[config.mk]
export PLATFORM = sky130hd
export DESIGN_NAME = clkrdy_irq_ctrl
export DESIGN_NICKNAME = d
export VERILOG_FILES = /design/src/rtl/clkrdy_irq_ctrl.sv
export SDC_FILE = /design/constraint.sdc
export NUM_CORES = 1
export LEC_CHECK = 0
export ABC_AREA = 1
export BUFFER_PORTS_ARGS = -buffer_cell sky130_fd_sc_hd__buf_2
export CORE_ASPECT_RATIO = 1.4
export CORE_MARGIN = 3
export CORE_UTILIZATION = 40
export CTS_CLUSTER_DIAMETER = 120
export CTS_CLUSTER_SIZE = 30
export DETAILED_ROUTE_END_ITERATION = 10
export PLACE_DENSITY = 0.74
export SETUP_SLACK_MARGIN = 0.15
export SLEW_MARGIN = 25
export SYNTH_ARGS = -nofsm -noshare
export SYNTH_HDL_FRONTEND = slang
export SYNTH_SLANG_ARGS = --single-unit
[constraint.sdc]
create_clock -name clk -period 2.8 [get_ports clk]
set_clock_uncertainty 0.2 [all_clocks]
set_input_delay 0.42 -clock clk [delete_from_list [all_inputs] [get_ports clk]]
set_output_delay 0.42 -clock clk [all_outputs]
set_load 0.05 [all_outputs]
[src/rtl/clkrdy_irq_ctrl.sv]
module clkrdy_irq_ctrl #(
  parameter int AW = 8,
  parameter int DW = 32
) (
  input  logic          clk,
  input  logic          rst_n,
  input  logic          rdy_pll,
  input  logic          rdy_xhs,
  input  logic          rdy_ihs,
  input  logic          rdy_xls,
  input  logic          rdy_ils,
  input  logic          ihs_sw_en,
  input  logic          bus_sel,
  input  logic          bus_wr,
  input  logic [AW-1:0] bus_addr,
  input  logic [DW-1:0] bus_wdata,
  input  logic [DW/8-1:0] bus_be,
  output logic [DW-1:0] bus_rdata,
  output logic          irq
);
  localparam int NB = 6;
  localparam int IHS = 3;
  localparam logic [NB-1:0] LIVE = 6'b111011;
  localparam logic [AW-1:0] OFF_EN  = AW'(8'h18);
  localparam logic [AW-1:0] OFF_FLG = AW'(8'h1C);
  localparam logic [AW-1:0] OFF_CLR = AW'(8'h20);
  localparam logic [AW-1:0] OFF_RAW = AW'(8'h24);

  logic [NB-1:0] rdy_in, sy1, sy2, sy_prev;
  logic [NB-1:0] en_q, flg_q, raw_q;
  logic [NB-1:0] rise, set_ev, clr_ev, sw_gate;
  logic          wr0;

  assign rdy_in  = {rdy_pll, rdy_xhs, rdy_ihs, 1'b0, rdy_xls, rdy_ils};
  assign rise    = sy2 & ~sy_prev & LIVE;
  assign sw_gate = ~(NB'(!ihs_sw_en) << IHS);
  assign set_ev  = rise & en_q & sw_gate;
  assign wr0     = bus_sel & bus_wr & bus_be[0];
  assign clr_ev  = (wr0 && bus_addr == OFF_CLR) ? (bus_wdata[NB-1:0] & LIVE) : '0;

  always_ff @(posedge clk) begin
    if (!rst_n) begin
      sy1 <= '0; sy2 <= '0; sy_prev <= '0;
      en_q <= '0; flg_q <= '0; raw_q <= '0; irq <= 1'b0;
    end else begin
      sy1     <= rdy_in;
      sy2     <= sy1;
      sy_prev <= sy2;
      if (wr0 && bus_addr == OFF_EN) en_q <= bus_wdata[NB-1:0] & LIVE;
      flg_q   <= (flg_q & ~clr_ev) | set_ev;
      raw_q   <= (raw_q & ~clr_ev) | rise;
      irq     <= |flg_q;
    end
  end

  always_comb begin
    bus_rdata = '0;
    if (bus_sel && !bus_wr) begin
      case (bus_addr)
        OFF_EN:  bus_rdata[NB-1:0] = en_q;
        OFF_FLG: bus_rdata[NB-1:0] = flg_q;
        OFF_RAW: bus_rdata[NB-1:0] = raw_q;
        default: bus_rdata = '0;
      endcase
    end
  end

  for (genvar i = 0; i < NB; i++) begin : g_chk
    AST_FLAG_NEEDS_EN: assert property (@(posedge clk) disable iff (!rst_n)
      $rose(flg_q[i]) |-> $past(en_q[i] & rise[i]));
    AST_SET_BEATS_CLR: assert property (@(posedge clk) disable iff (!rst_n)
      set_ev[i] |=> flg_q[i]);
    AST_CLR_TAKES: assert property (@(posedge clk) disable iff (!rst_n)
      (clr_ev[i] && !rise[i]) |=> (!flg_q[i] && !raw_q[i]));
    AST_RAW_ON_EDGE: assert property (@(posedge clk) disable iff (!rst_n)
      rise[i] |=> raw_q[i]);
  end

  AST_IHS_SW_ONLY: assert property (@(posedge clk) disable iff (!rst_n)
    $rose(flg_q[IHS]) |-> $past(ihs_sw_en));
  AST_IRQ_LAG: assert property (@(posedge clk) disable iff (!rst_n)
    $past(rst_n) |-> (irq == $past(|flg_q)));
  AST_RSVD_ZERO: assert property (@(posedge clk) disable iff (!rst_n)
    (bus_rdata[2] == 1'b0) && (bus_rdata[DW-1:NB] == '0));
endmodule

==> metrics.yaml, run 1 <==
run_status:
  status: "completed"
route:
  wl_per_cell_um: 9.28
  first_pass_iters: 4
  initialDrtViolationCount: 42
  drtAntennaViolNets: 0
  wl_um: 2650
  avgViaCountPerCell: 4.37
  num_vias: 1250
  drc: 0
cells_and_area:
  multiInputGateArea_um2: 647
  fillers: 374
  mostFrequentLayoutCells: "nand2_1 (41), inv_1 (32), nand3_1 (32)"
  fin_area_um2: 1680
  fin_nets: 301
  mostFrequentLayoutCell: "nand2_1"
  drive_gt1_share_pct: 18.7
  finalNonFillerCells: 286
  area_growth_pct: 10.2
  final_util_pct: 47.8
  antenna_cells: 0
  regArea_um2: 621
cts:
  postCtsResizedCells: 0
  numCtsBuffers: 5
  htree_num_levels: 2
  clockBufferDepth: 2
  clkSlewWorstSetupHoldPaths_ns: 0.05
  clk_latency_ns: 0.27
  postCtsSetupBuffers: 0
  cts_root_buf: "clkbuf_8"
  cts_tree: "yes"
  cts_hold_buf: 0
  cts.sinks: 31
floorplanning:
  num_io_pins: 87
  core_um2: 3500
  num_rows: 25
  dieHeight_um: 78.9
  start_util_pct: 43.4
  fp.dieArea_um2: 4590
  die_w_um: 58.1
sta:
  max_freq_ghz: 0.465
  setup_tns_ns: 0
  final_hold_viol_count: 0
  drv_slew: 0
  timing.final.crit_share_pct: 76.9
  rsz0062_at_grt: "false"
  timing.final.ws_setup_ns: 0.647
  fin_crit_ns: 2.15
  holdWs_ns: 0.124
  setup_violations: 0
critical_path:
  critPathLaunchType: "input pin"
  crit_type: "in -> out"
  cp.required_ns: 2.18
  cp_max_fo: 8
  rr_worst_depth: 4
  crit_arrival_ns: 1.53
  end_kind: "primary output"
synthesis:
  ys_seq_area_share_pct: 40.8
  synth_top_area_share_pct: 40.8
  syn_inst: 214
  yosys-top-cells-area: "dfxtp_1 (41%), buf_4 (13%), nand3_1 (11%)"
  syn_avg_cell_area_um2: 7.10
  yosysWarnings: 0
  synth_cell_types: 20
  synth_area_um2: 1520
  yosysTopAreaCell: "dfxtp_1"
  ys_seq_elements: 31
place:
  io_buffers: 29
  place_ws_ns: 0.630
  place_area_um2: 1600
  place_inst: 280
  dpl.hpwl_um: 2070
  place_congestion: 0.773
grt:
  use_met3_pct: 4.23
  use_met1_pct: 12.2
  grt_max_degree: 23
  grt-busiest-layer: "met2"
  grt_first_pass_wirelength_um: 4350
  use_met2_pct: 22.3
  grt.total_usage_pct: 12.4
  grt_pass1_vias: 1079
  grt_overflow: 0
  antenna_found_initial: 0
hold_path:
  min_path_cells: 3
  hp-class: "in -> reg"
flow_run:
  drv_cap: 0
pwr:
  finalPower_mw: 0.901
  peakVddDrop_v: 0.000346
  p_leak_nw: 0.910
  power.density_nw_per_um2: 538
==> registers in the layout, indices dropped and copies added (netlist names) <==
register	flops
flg_q	5
sy_prev	5
sy1	5
en_q	5
sy2	5
raw_q	5
irq	1
==> report_power, final <==
| group | internal [mW] | switching, mW |
|---|---|---|
| combinational | 0.0225 | 0.112 |
| clock | 0.165 | 0.141 |
| sequential | 0.454 | 0.00524 |
==> metal layers <==
metal / part of all wire (%) / vias up
met5: 0 / -
met4: 2.0 / 0
met3: 9.4 / 6
met2: 52 / 53
met1: 37 / 522
li1: - / 669
==> path summary, 6_finish.rpt <==
path	slack, ns	to	startpoint
setup / recovery	0.65	bus_rdata[5]	bus_addr[7]
hold / removal	0.12	sy1[0]$_SDFF_PN0_	rdy_ils
setup reg to reg	1.72	irq$_SDFF_PN0_	flg_q[1]$_SDFF_PN0_
hold reg to reg	0.21	sy2[0]$_SDFF_PN0_	sy1[0]$_SDFF_PN0_
==> Yosys cell counts <==
library cell / n
nand3_1: 32
inv_1: 32
clkbuf_1: 2
a21oi_1: 10
conb_1: 1
nor3_1: 1
nor2_1: 18
clkinv_1: 1
nand2_2: 1
o21ai_0: 6
nor2_4: 3
or2_2: 1
inv_2: 2
nor2_2: 2
nand2_1: 41
a21oi_2: 1
buf_4: 27
nand2_4: 1
clkinv_4: 1
dfxtp_1: 31
==> cell families after synthesis <==
kind of cell    after synthesis  synth area share, %
buf+inv                      65                 23.0
compound gates               17                 5.84
flops                        31                 40.8
other cells                   1                0.247
simple gates                100                 30.0
==> worst max-delay path, stage by stage <==
cell and delay [ns]:
buf_2 0.10, nor2_2 0.16, nand2_2 0.08, nor2_4 0.21, a21oi_2 0.07, nor2_4 0.13
nand2_1 0.06, inv_1 0.04, buf_2 0.25
==> layout make-up <==
type / count / area share [%]
Clock buffer: 6 / 4.33
Multi-Input combinational cell: 144 / 38.6
Timing Repair Buffer: 29 / 8.66
Inverter: 36 / 8.36
Sequential cell: 31 / 37.0
Tap cell: 40 / 2.99
Note: power is estimated with default switching activity, not from simulation.
==> inputs of run 2 (changes only) <==
Clock period 2.8 ns to 2 ns, I/O delays scaled along.
==> run 2 against run 1 <==
Effect of this change: worst setup slack got worse by 0.44 ns; worst hold slack lost 0.040 ns; utilization up 5.6 points; critical path depth rose by 1; combinational power up 54%; sequential share of layout area down 3.9 points; cell count is 3.8% higher; via count increased by 2.2%.
==> metrics.yaml, run 2 (synthesis gave the netlist of run 1 again) <==
run_status:
  status: "completed"
floorplanning:
  num_io_pins: 87
  fp.dieArea_um2: 4590
  die_w_um: 58.1
  start_util_pct: 43.4
  core_um2: 3500
  dieHeight_um: 78.9
  num_rows: 25
route:
  avgViaCountPerCell: 4.30
  num_vias: 1277
  first_pass_iters: 4
  drtAntennaViolNets: 0
  initialDrtViolationCount: 38
  wl_per_cell_um: 9.48
  wl_um: 2820
  drc: 0
cts:
  clockBufferDepth: 2
  cts.sinks: 31
  cts_tree: "yes"
  numCtsBuffers: 5
  htree_num_levels: 2
  clk_latency_ns: 0.28
  clkSlewWorstSetupHoldPaths_ns: 0.06
  cts_root_buf: "clkbuf_8"
cells_and_area:
  fillers: 350
  fin_nets: 310
  antenna_cells: 0
  regArea_um2: 621
  mostFrequentLayoutCell: "nand2_1"
  multiInputGateArea_um2: 669
  fin_area_um2: 1870
  mostFrequentLayoutCells: "nand2_1 (40), nand3_1 (31), dfxtp_1 (31)"
  area_growth_pct: 23.2
  drive_gt1_share_pct: 23.0
  final_util_pct: 53.5
critical_path:
  cp.required_ns: 1.50
  crit_type: "in -> out"
  critPathLaunchType: "input pin"
  crit_arrival_ns: 1.30
  cp_max_fo: 8
  end_kind: "primary output"
place:
  place_area_um2: 1610
  place_congestion: 0.779
  dpl.hpwl_um: 2140
  io_buffers: 29
sta:
  timing.final.crit_share_pct: 89.9
  max_freq_ghz: 0.556
  fin_crit_ns: 1.80
  final_hold_viol_count: 0
  setup_tns_ns: 0
  rsz0062_at_grt: "true"
  drv_slew: 0
  setup_violations: 0
flow_run:
  drv_cap: 0
pwr:
  peakVddDrop_v: 0.000634
  p_leak_nw: 0.984
  power.density_nw_per_um2: 789
grt:
  grt_overflow: 0
  grt.total_usage_pct: 13.1
  grt_first_pass_wirelength_um: 4610
  grt_max_degree: 14
  antenna_found_initial: 0
  grt_pass1_vias: 1169
hold_path:
  hp-class: "in -> reg"
## run 2: cell types whose count changed in the layout (fill, tap and decap cells not counted), sizes merged
cell         delta
dlygate4sd3     +5
buf             +4
bufinv          +1
clkinv          +1
## run 2: worst paths after layout
kind / start / end / slack [ns] / cells past startpoint
worst min register to register: sy1[5]$_SDFF_PN0_ / sy2[5]$_SDFF_PN0_ / 0.21 / 2
worst min-delay path: ihs_sw_en / flg_q[3]$_SDFF_PN0_ / 0.08 / 3
worst max-delay path: bus_addr[6] / bus_rdata[3] / 0.20 / 10
worst max register to register: flg_q[1]$_SDFF_PN0_ / irq$_SDFF_PN0_ / 0.92 / 4
## run 2: metal layers
| metal | wire length (um) | GRT usage (%) |
|---|---|---|
| met4 | 60 | 7.66 |
| met5 | 0 | 0 |
| met2 | 1490 | 24.0 |
| met1 | 1050 | 12.4 |
| met3 | 213 | 3.90 |
## run 2: repair_timing
item / CTS / global route
hold endpoints to repair: 5 / 0
hold buffers: 5 / 0
gates cloned: 0 / 0
setup buffers: 1 / 2
gates resized for setup: 11 / 10
pin swaps: 1 / 12
setup endpoints to repair: 5 / 5
## run 2: critical path, cell delays in order
cell and delay, ns:
buf_6 0.10, nor2_4 0.12, nand2_2 0.08, nor2_4 0.18
buf_4 0.14, nand3_1 0.05, nand3_1 0.07, nand2_1 0.05
inv_1 0.06, buf_6 0.15
## run 2: through the flow
| step | std cells | total power [mW] | hold slack, ns | setup slack [ns] |
|---|---|---|---|---|
| floorplan | 240 | 0.849 | 0.190 | 0.276 |
| global placement | 281 | 0.844 | 0.193 | 0.0779 |
| detailed placement | 281 | 0.846 | 0.196 | 0.0764 |
| CTS | 295 | 1.49 | 0.0722 | 0.167 |
| global route | 297 | 1.54 | 0.0881 | 0.0957 |
| finish | 297 | 1.48 | 0.0842 | 0.203 |
## run 2: cell type report
type                       instances  area share, %
multi-input combinational        144           35.7
sequential                        31           33.1
timing repair buffer              38           14.7
inverter                          36           7.48
clock buffer                       6           4.41
tap                               40           2.67
clock inverter                     2           1.87
## run 2: where the power goes
group	switching, mW	leakage, nW	internal, mW
clock network	0.225	0.0612	0.403
logic	0.163	0.670	0.0454
registers	0.00709	0.253	0.635
